===== src/rtl/pdc_pkg.sv =====
package pdc_pkg;

   typedef enum logic [1:0] {
      ST_FULL  = 2'd0,
      ST_ARMED = 2'd1,
      ST_AWAIT = 2'd2
   } depth_state_t;

   typedef struct packed {
      logic sets_flags;
      logic is_cond;
      logic is_branch;
   } instr_class_t;

   localparam logic [3:0] COND_ALWAYS = 4'b1110;
   localparam logic [2:0] BRANCH_OPC  = 3'b101;
   localparam logic [1:0] DP_CLASS    = 2'b00;

endpackage


===== src/rtl/pdc_classify.sv =====
module pdc_classify
   import pdc_pkg::*;
#(
   parameter int INSTR_W = 32
) (
   input  logic [INSTR_W-1:0] instr_word,
   output instr_class_t       cls
);
   localparam int COND_HI = INSTR_W - 1;
   localparam int COND_LO = INSTR_W - 4;
   localparam int SFLAG   = 20;

   always_comb begin
      cls.is_cond    = (instr_word[COND_HI:COND_LO] != COND_ALWAYS);
      cls.is_branch  = (instr_word[27:25] == BRANCH_OPC);
      cls.sets_flags = (instr_word[27:26] == DP_CLASS) && instr_word[SFLAG];
   end
endmodule


===== src/rtl/pdc_fsm.sv =====
module pdc_fsm
   import pdc_pkg::*;
#(
   parameter bit EARLY_EXIT_EN = 1'b1
) (
   input  logic         clk,
   input  logic         rst_n,
   input  logic         early_mode,
   input  logic         instr_valid,
   input  instr_class_t cls,
   input  logic         branch_taken,
   input  logic         target_fetched,
   output logic         single_step
);
   depth_state_t state_q, state_d;
   logic         early_hit;

   generate
      if (EARLY_EXIT_EN) begin : g_early
         assign early_hit = early_mode & cls.is_cond & ~cls.is_branch;
      end else begin : g_no_early
         logic unused_mode;
         assign unused_mode = early_mode;
         assign early_hit   = 1'b0;
      end
   endgenerate

   always_comb begin
      state_d = state_q;
      if (instr_valid) begin
         if (cls.sets_flags)
            state_d = ST_ARMED;
         else if (target_fetched)
            state_d = ST_FULL;
         else if (branch_taken && state_q != ST_FULL)
            state_d = ST_AWAIT;
         else if (early_hit && state_q == ST_ARMED)
            state_d = ST_FULL;
      end
   end

   always_ff @(posedge clk or negedge rst_n) begin
      if (!rst_n) state_q <= ST_FULL;
      else        state_q <= state_d;
   end

   assign single_step = (state_q != ST_FULL);
endmodule


===== src/rtl/pdc_collapse.sv =====
module pdc_collapse #(
   parameter int NUM_STAGES = 5,
   parameter int DE_INDEX   = 3
) (
   input  logic                  single_step,
   input  logic                  multicycle,
   output logic [NUM_STAGES-1:0] collapse
);
   generate
      for (genvar g = 0; g < NUM_STAGES; g++) begin : g_bit
         if (g == DE_INDEX) begin : g_de
            assign collapse[g] = single_step & ~multicycle;
         end else begin : g_plain
            assign collapse[g] = single_step;
         end
      end
   endgenerate
endmodule


===== src/rtl/pipe_depth_ctrl.sv =====
module pipe_depth_ctrl
   import pdc_pkg::*;
#(
   parameter int NUM_STAGES    = 5,
   parameter int DE_INDEX      = 3,
   parameter int INSTR_W       = 32,
   parameter bit EARLY_EXIT_EN = 1'b1
) (
   input  logic                  clk,
   input  logic                  rst_n,
   input  logic                  early_mode,
   input  logic                  instr_valid,
   input  logic [INSTR_W-1:0]    instr_word,
   input  logic                  branch_taken,
   input  logic                  target_fetched,
   input  logic                  multicycle,
   output logic [NUM_STAGES-1:0] collapse
);
   generate
      if (INSTR_W != 32) begin : g_bad_w
         $error("pipe_depth_ctrl: INSTR_W must be 32");
      end
      if (NUM_STAGES < 2 || NUM_STAGES > 16) begin : g_bad_n
         $error("pipe_depth_ctrl: NUM_STAGES out of range");
      end
      if (DE_INDEX < 1 || DE_INDEX >= NUM_STAGES) begin : g_bad_de
         $error("pipe_depth_ctrl: DE_INDEX out of range");
      end
   endgenerate

   instr_class_t cls;
   logic         single_step;

   pdc_classify #(.INSTR_W(INSTR_W)) u_classify (
      .instr_word (instr_word),
      .cls        (cls)
   );

   pdc_fsm #(.EARLY_EXIT_EN(EARLY_EXIT_EN)) u_fsm (
      .clk            (clk),
      .rst_n          (rst_n),
      .early_mode     (early_mode),
      .instr_valid    (instr_valid),
      .cls            (cls),
      .branch_taken   (branch_taken),
      .target_fetched (target_fetched),
      .single_step    (single_step)
   );

   pdc_collapse #(.NUM_STAGES(NUM_STAGES), .DE_INDEX(DE_INDEX)) u_collapse (
      .single_step (single_step),
      .multicycle  (multicycle),
      .collapse    (collapse)
   );
endmodule


===== config.mk =====
export PLATFORM = sky130hd
export DESIGN_NAME = pipe_depth_ctrl
export DESIGN_NICKNAME = d
export VERILOG_FILES = /design/src/rtl/pdc_pkg.sv /design/src/rtl/pdc_classify.sv /design/src/rtl/pdc_fsm.sv /design/src/rtl/pdc_collapse.sv /design/src/rtl/pipe_depth_ctrl.sv
export SDC_FILE = /design/constraint.sdc
export NUM_CORES = 1
export LEC_CHECK = 0
export BUFFER_PORTS_ARGS = -buffer_cell sky130_fd_sc_hd__buf_4
export CAP_MARGIN = 20
export CORE_AREA = 2 2 39 41
export CTS_BUF_LIST = sky130_fd_sc_hd__clkbuf_4
export DETAILED_ROUTE_END_ITERATION = 10
export DIE_AREA = 0 0 41 43
export SETUP_SLACK_MARGIN = 0.3
export SLEW_MARGIN = 20
export SYNTH_ARGS = -nofsm -noshare
export SYNTH_HDL_FRONTEND = slang
export SYNTH_HIERARCHICAL = 1
export SYNTH_SLANG_ARGS = --single-unit

===== constraint.sdc =====
create_clock -name clk -period 2.8 [get_ports clk]
set_input_delay 0.14 -clock clk [delete_from_list [all_inputs] [get_ports clk]]
set_output_delay 0.14 -clock clk [all_outputs]
set_load 0.02 [all_outputs]

==> impl_metrics.csv, run 1 <==
group,metric,value,unit
floorplan,die_y,43,µm
global_route,grt_pass1_vias,175,
timing,rsz0062_at_grt,"false",
floorplan,ioPinCount,44,
cts,post-cts-setup-buffers,0,
logic_synthesis,synthTopCellsByCount,"buf_4, dfrtp_1, nand4b_1, nor2_1",
timing,setup_violations,0,
detailed_routing,via_per_inst,3.78,
critical_path,critPathArrivalTime,1.25,ns
power,peakVddDrop,0.178,mV
logic_synthesis,synthFlopType,"dfrtp_1",
detailed_routing,drc,0,
global_route,antenna_found_initial,0,
power,leakage,0.179,nW
detailed_routing,wl_per_cell,8.46,µm
timing,finalCriticalPeriod,1.39,ns
timing,worst-slew-pin-transition,0.161,ns
finish,final_area,347,µm²
floorplan,die_area,1760,µm²
placed_design,place.gp.congestion,0.624,
logic_synthesis,synth.area.top_cells,"dfrtp_1, buf_4, nand4b_1, nor2b_4, nor3b_2",
finish,largest_reg_flops,2,
critical_path,r2r_cells,3,
logic_synthesis,yosysMostFrequentCell,"buf_4",
cts,clock_latency,0.22,ns
detailed_routing,num_vias,204,
outcome,run_status,"completed",
floorplan,core,1380,µm²
floorplan,rows,14,
timing,slew_violations,0,
cts,numCtsBuffers,3,
cts,cts_sinks,2,
logic_synthesis,synth_seq_cells,2,
floorplan,die_w,41,µm
finish,largest_register,"u_fsm/state_q",
finish,synthToLayoutAreaGrowth,91.0,%
hold_path,hp-class,"primary input to flop",
global_route,grt_pass1_wl,710,µm
timing,tns,0,ns
timing,max_slew_margin,89.2,%
cts,cts.repair.resized,0,
finish,fin_nets,79,
global_route,track_usage,6.52,%
finish,utilization,25.0,%
timing,hold_viol_final,0,
timing,skew,0.000803,ns
logic_synthesis,synth_area,181,µm²
logic_synthesis,syn_area_per_cell,9.55,µm²
logic_synthesis,synth_nets,58,
detailed_routing,wl_met3,29,µm
critical_path,critPathKind,"flop to output port",
finish,drive_above_1_share,65.8,%
cts,h-tree-depth,1,
cts,cts_tree,"yes",
critical_path,start_kind,"flop",
cts,clk_pin_slew,0.03,ns
run,cap_violations,0,
logic_synthesis,yosysTopAreaCellShare,27.6,%
hold_path,min_path_cells,3,
logic_synthesis,synth_top_area_cell,"dfrtp_1",
logic_synthesis,yosys_warnings,6,
detailed_routing,wl,457,µm
detailed_routing,routed.top_layer,"met3",
placed_design,place_area,314,µm²
detailed_routing,wl_met1,167,µm
critical_path,cp_max_fo,5,
cts,cts_root_buf,"clkbuf_4",
critical_path,cp-end-kind,"output port",
detailed_routing,drtPass1Iterations,1,
finish,antenna_cells,0,
detailed_routing,drt_iter0_markers,0,
logic_synthesis,async_reset_ff_share,100,%
finish,reg.largest.list,"u_fsm/state_q (2)",
detailed_routing,wl_met2,259,µm
logic_synthesis,seq_area_frac_synth,27.6,%
floorplan,start_util,13.1,%
global_route,grt_overflow,0,
logic_synthesis,synth_cell_types,13,
timing,timing.final.crit_share,49.6,%
logic_synthesis,synth-edff-count,0,
power,power.density,493,nW/µm²
finish,fill_cells,148,
timing,hold_ws,0.176,ns
cts,clockBufferDepth,2,
detailed_routing,ant_nets,0,
global_route,grt_max_degree,6,
timing,max_freq,721,MHz
critical_path,cp.required,2.66,ns
placed_design,io_buffers,19,
logic_synthesis,syn_inst,19,
-- critical path: stages (launching register included) --
cell and delay (ns):
dfrtp_1 0.41, or2_2 0.34, nor2b_4 0.14, buf_4 0.14
-- where the power goes --
part / switching (mW) / internal, mW
Sequential: 0.00336 / 0.0326
Clock: 0.0153 / 0.0472
Combinational: 0.0332 / 0.0393
-- cells in the final DEF, fill, tap and decap left out --
master	count
dlygate4sd3_1	1
nor2_1	2
dfrtp_1	2
clkbuf_4	3
o211ai_1	1
o21a_1	1
a31oi_1	1
nor2b_4	1
or2_2	1
buf_4	19
nand4b_1	2
nand2_1	1
and3b_1	1
mux2i_1	1
nor3b_2	1
-- kinds of logic (layout without fill, tap and decap cells) --
logic type,Yosys count,after routing,synth area share [%]
compound gates,3,3,11.7
buf+inv,4,23,16.6
flops,2,2,27.6
mux,1,1,5.52
simple gates,9,9,38.6
-- metal layers --
layer	up-vias	track usage, %
met5	-	0
met4	0	8.00
met3	0	3.14
met2	8	8.13
met1	91	6.73
li1	105	-
-- metrics by stage --
| step | cells | worst slack [ns] | power, mW |
|---|---|---|---|
| 6_report | 54 | 1.41 | 0.171 |
| 5_1_grt | 54 | 1.36 | 0.185 |
| 4_1_cts | 54 | 1.39 | 0.177 |
| 3_5_place_dp | 50 | 1.63 | 0.109 |
| 3_3_place_gp | 50 | 1.65 | 0.108 |
| 2_1_floorplan | 19 | 1.80 | 0.0853 |
-- worst paths after layout --
kind | startpoint | end | slack, ns
setup / recovery | u_fsm/state_q[0]$_DFFE_PN0P_ | collapse[3] | 1.41
hold / removal | target_fetched | u_fsm/state_q[1]$_DFFE_PN0P_ | 0.18
setup reg to reg | u_fsm/state_q[0]$_DFFE_PN0P_ | u_fsm/state_q[0]$_DFFE_PN0P_ | 1.93
hold reg to reg | u_fsm/state_q[1]$_DFFE_PN0P_ | u_fsm/state_q[1]$_DFFE_PN0P_ | 0.53
max in group asynchronous | rst_n | u_fsm/state_q[0]$_DFFE_PN0P_ | 2.47
min in group asynchronous | rst_n | u_fsm/state_q[1]$_DFFE_PN0P_ | 0.25
-- layout make-up --
cell class                      count  area [µm²]  share of cell area (%)
Timing Repair Buffer               20         153                    44.0
Multi-Input combinational cell     13         101                    29.2
Sequential cell                     2        50.0                    14.4
Clock buffer                        3        22.5                    6.50
Tap cell                           16        20.0                    5.78
-- what timing repair did --
| action | in CTS | in global routing |
|---|---|---|
| setup endpoints to repair | 0 | 0 |
| hold endpoints to repair | 2 | 0 |
| hold buffers | 1 | 0 |
No activity file was read; power rests on OpenSTA's default activity.
==> inputs of run 2 (changes only) <==
- clock period: 2.8 -> 1.32 ns (I/O delays scaled with it)
==> impl_metrics.csv, run 2 (synthesis gave the netlist of run 1 again) <==
group,metric,value,unit
global_route,grt_overflow,0,
placed_design,place_area,314,µm²
detailed_routing,num_vias,211,
critical_path,cp_max_fo,5,
critical_path,critical_path.top_delay_family,"simple AND/OR/NAND/NOR gates",
global_route,grt_use_met2,8.44,%
timing,max_freq,854,MHz
finish,largest_register,"u_fsm/state_q",
cts,clock_latency,0.22,ns
global_route,track_usage,6.52,%
floorplan,core,1380,µm²
global_route,grt_pass1_vias,177,
floorplan,ioPinCount,44,
finish,fin_nets,81,
floorplan,die_area,1760,µm²
cts,clk_pin_slew,0.03,ns
finish,fill_cells,150,
cts,numCtsBuffers,3,
cts,cts_sinks,2,
power,power.density,1030,nW/µm²
finish,drive_above_1_share,67.5,%
global_route,grtUsageMet3,3.14,%
critical_path,cp_slowest_stage_delay,0.36,ns
floorplan,die_w,41,µm
global_route,grt_max_degree,6,
power,finalPower,0.381,mW
hold_path,hp-class,"primary input to flop",
finish,reg.largest.list,"u_fsm/state_q (2)",
critical_path,path_buf_inv,1,
power,seqPwrFrac,19.1,%
global_route,antenna_found_initial,0,
finish,final_area,368,µm²
floorplan,rows,14,
finish,final_common_cell,"buf_4",
detailed_routing,ant_nets,0,
timing,slew_violations,0,
timing,tns,0,ns
timing,finalCriticalPeriod,1.17,ns
global_route,grt_use_met1,6.41,%
detailed_routing,wl,465,µm
power,switching_share,29.7,%
cts,clockBufferDepth,2,
timing,worst-slew-pin-transition,0.161,ns
timing,hold_ws,0.102,ns
outcome,run_status,"completed",
finish,layout_common_cells,"buf_4, clkbuf_4, nand4b_1, nor2_1, dfrtp_1",
timing,max_slew_margin,89.2,%
timing,setup_violations,0,
finish,antenna_cells,0,
cts,cts_tree,"yes",
timing,rsz0062_at_grt,"true",
global_route,grt_pass1_wl,703,µm
floorplan,die_y,43,µm
detailed_routing,drtPass1Iterations,1,
critical_path,critPathArrivalTime,1.11,ns
finish,instances_no_fill,56,
critical_path,path_cells,"or2_4 -> nor2b_4 -> buf_6",
power,p_int,0.268,mW
cts,h-tree-depth,1,
detailed_routing,drc,0,
power,p_clk_share,34.8,%
critical_path,start_kind,"flop",
critical_path,cp-end-kind,"output port",
placed_design,io_buffers,19,
placed_design,dp.cells,50,
placed_design,place.gp.congestion,0.624,
timing,timing.final.crit_share,88.7,%
detailed_routing,via_per_inst,3.77,
power,leakage,0.190,nW
detailed_routing,drt_iter0_markers,0,
power,p_comb_share,46.1,%
power,p_switching,0.113,mW
cts,cts_root_buf,"clkbuf_4",
finish,synthToLayoutAreaGrowth,103,%
detailed_routing,wl_per_cell,8.30,µm
critical_path,critPathKind,"flop to output port",
critical_path,cp.required,1.25,ns
global_route,grt.busiest_layer,"met2",
power,peakVddDrop,0.414,mV
finish,largest_reg_flops,2,
timing,hold_viol_final,0,
floorplan,start_util,13.1,%
critical_path,slowest_stage,"dfrtp_1",
timing,skew,0.000803,ns
run,cap_violations,0,
## run 2: cell types whose count changed in the layout (fill, tap and decap cells not counted), sizes merged
| cell | delta |
|---|---|
| buf | +2 |
## run 2: cell type report
cell class	count	area, µm²	share of cell area, %
clock buffer	3	22.5	6.12
multi-input combinational	13	104	28.2
sequential	2	50.0	13.6
tap	16	20.0	5.44
timing repair buffer	22	171	46.6
## run 2: power groups by stage
stage	clock [mW]	sequential (mW)	combinational, mW
6_report	0.133	0.0726	0.175
4_1_cts	0.142	0.0736	0.172
3_3_place_gp	0	0.0767	0.151
3_5_place_dp	0	0.0770	0.154
2_1_floorplan	0	0.0749	0.106
5_1_grt	0.148	0.0731	0.190
## run 2: worst paths after layout
path	start	end	slack, ns	cells after the start
max	u_fsm/state_q[1]$_DFFE_PN0P_	collapse[3]	0.15	3
max in group asynchronous	rst_n	u_fsm/state_q[0]$_DFFE_PN0P_	1.06	2
min in group asynchronous	rst_n	u_fsm/state_q[1]$_DFFE_PN0P_	0.17	2
max reg2reg	u_fsm/state_q[0]$_DFFE_PN0P_	u_fsm/state_q[0]$_DFFE_PN0P_	0.39	4
min	target_fetched	u_fsm/state_q[1]$_DFFE_PN0P_	0.10	3
min reg2reg	u_fsm/state_q[1]$_DFFE_PN0P_	u_fsm/state_q[1]$_DFFE_PN0P_	0.60	3
## run 2: metal layers
metal | vias up | wire [µm]
li1 | 109 | -
met1 | 94 | 168
met2 | 8 | 267
met3 | 0 | 29
met4 | 0 | 0
met5 | - | 0
## run 2: what timing repair did
| item | CTS | global route |
|---|---|---|
| gates resized for setup | 2 | 0 |
| pin swaps | 1 | 1 |
| buffers inserted | 1 | 1 |
| endpoints found under the hold margin | 2 | 0 |
| hold buffers | 1 | 0 |
| setup endpoints to repair | 5 | 5 |
## run 2: tightest hold or removal path, cell delays in order
cell and delay [ns]:
buf_4 0.08, o21a_1 0.10, nor2_1 0.03
## run 2: stage by stage
step                setup WS, ns  util (%)
finish                     0.149      26.6
global route               0.113      26.6
CTS                        0.129      26.0
detailed placement         0.227      22.7
global placement           0.241      22.7
floorplan                  0.392         -
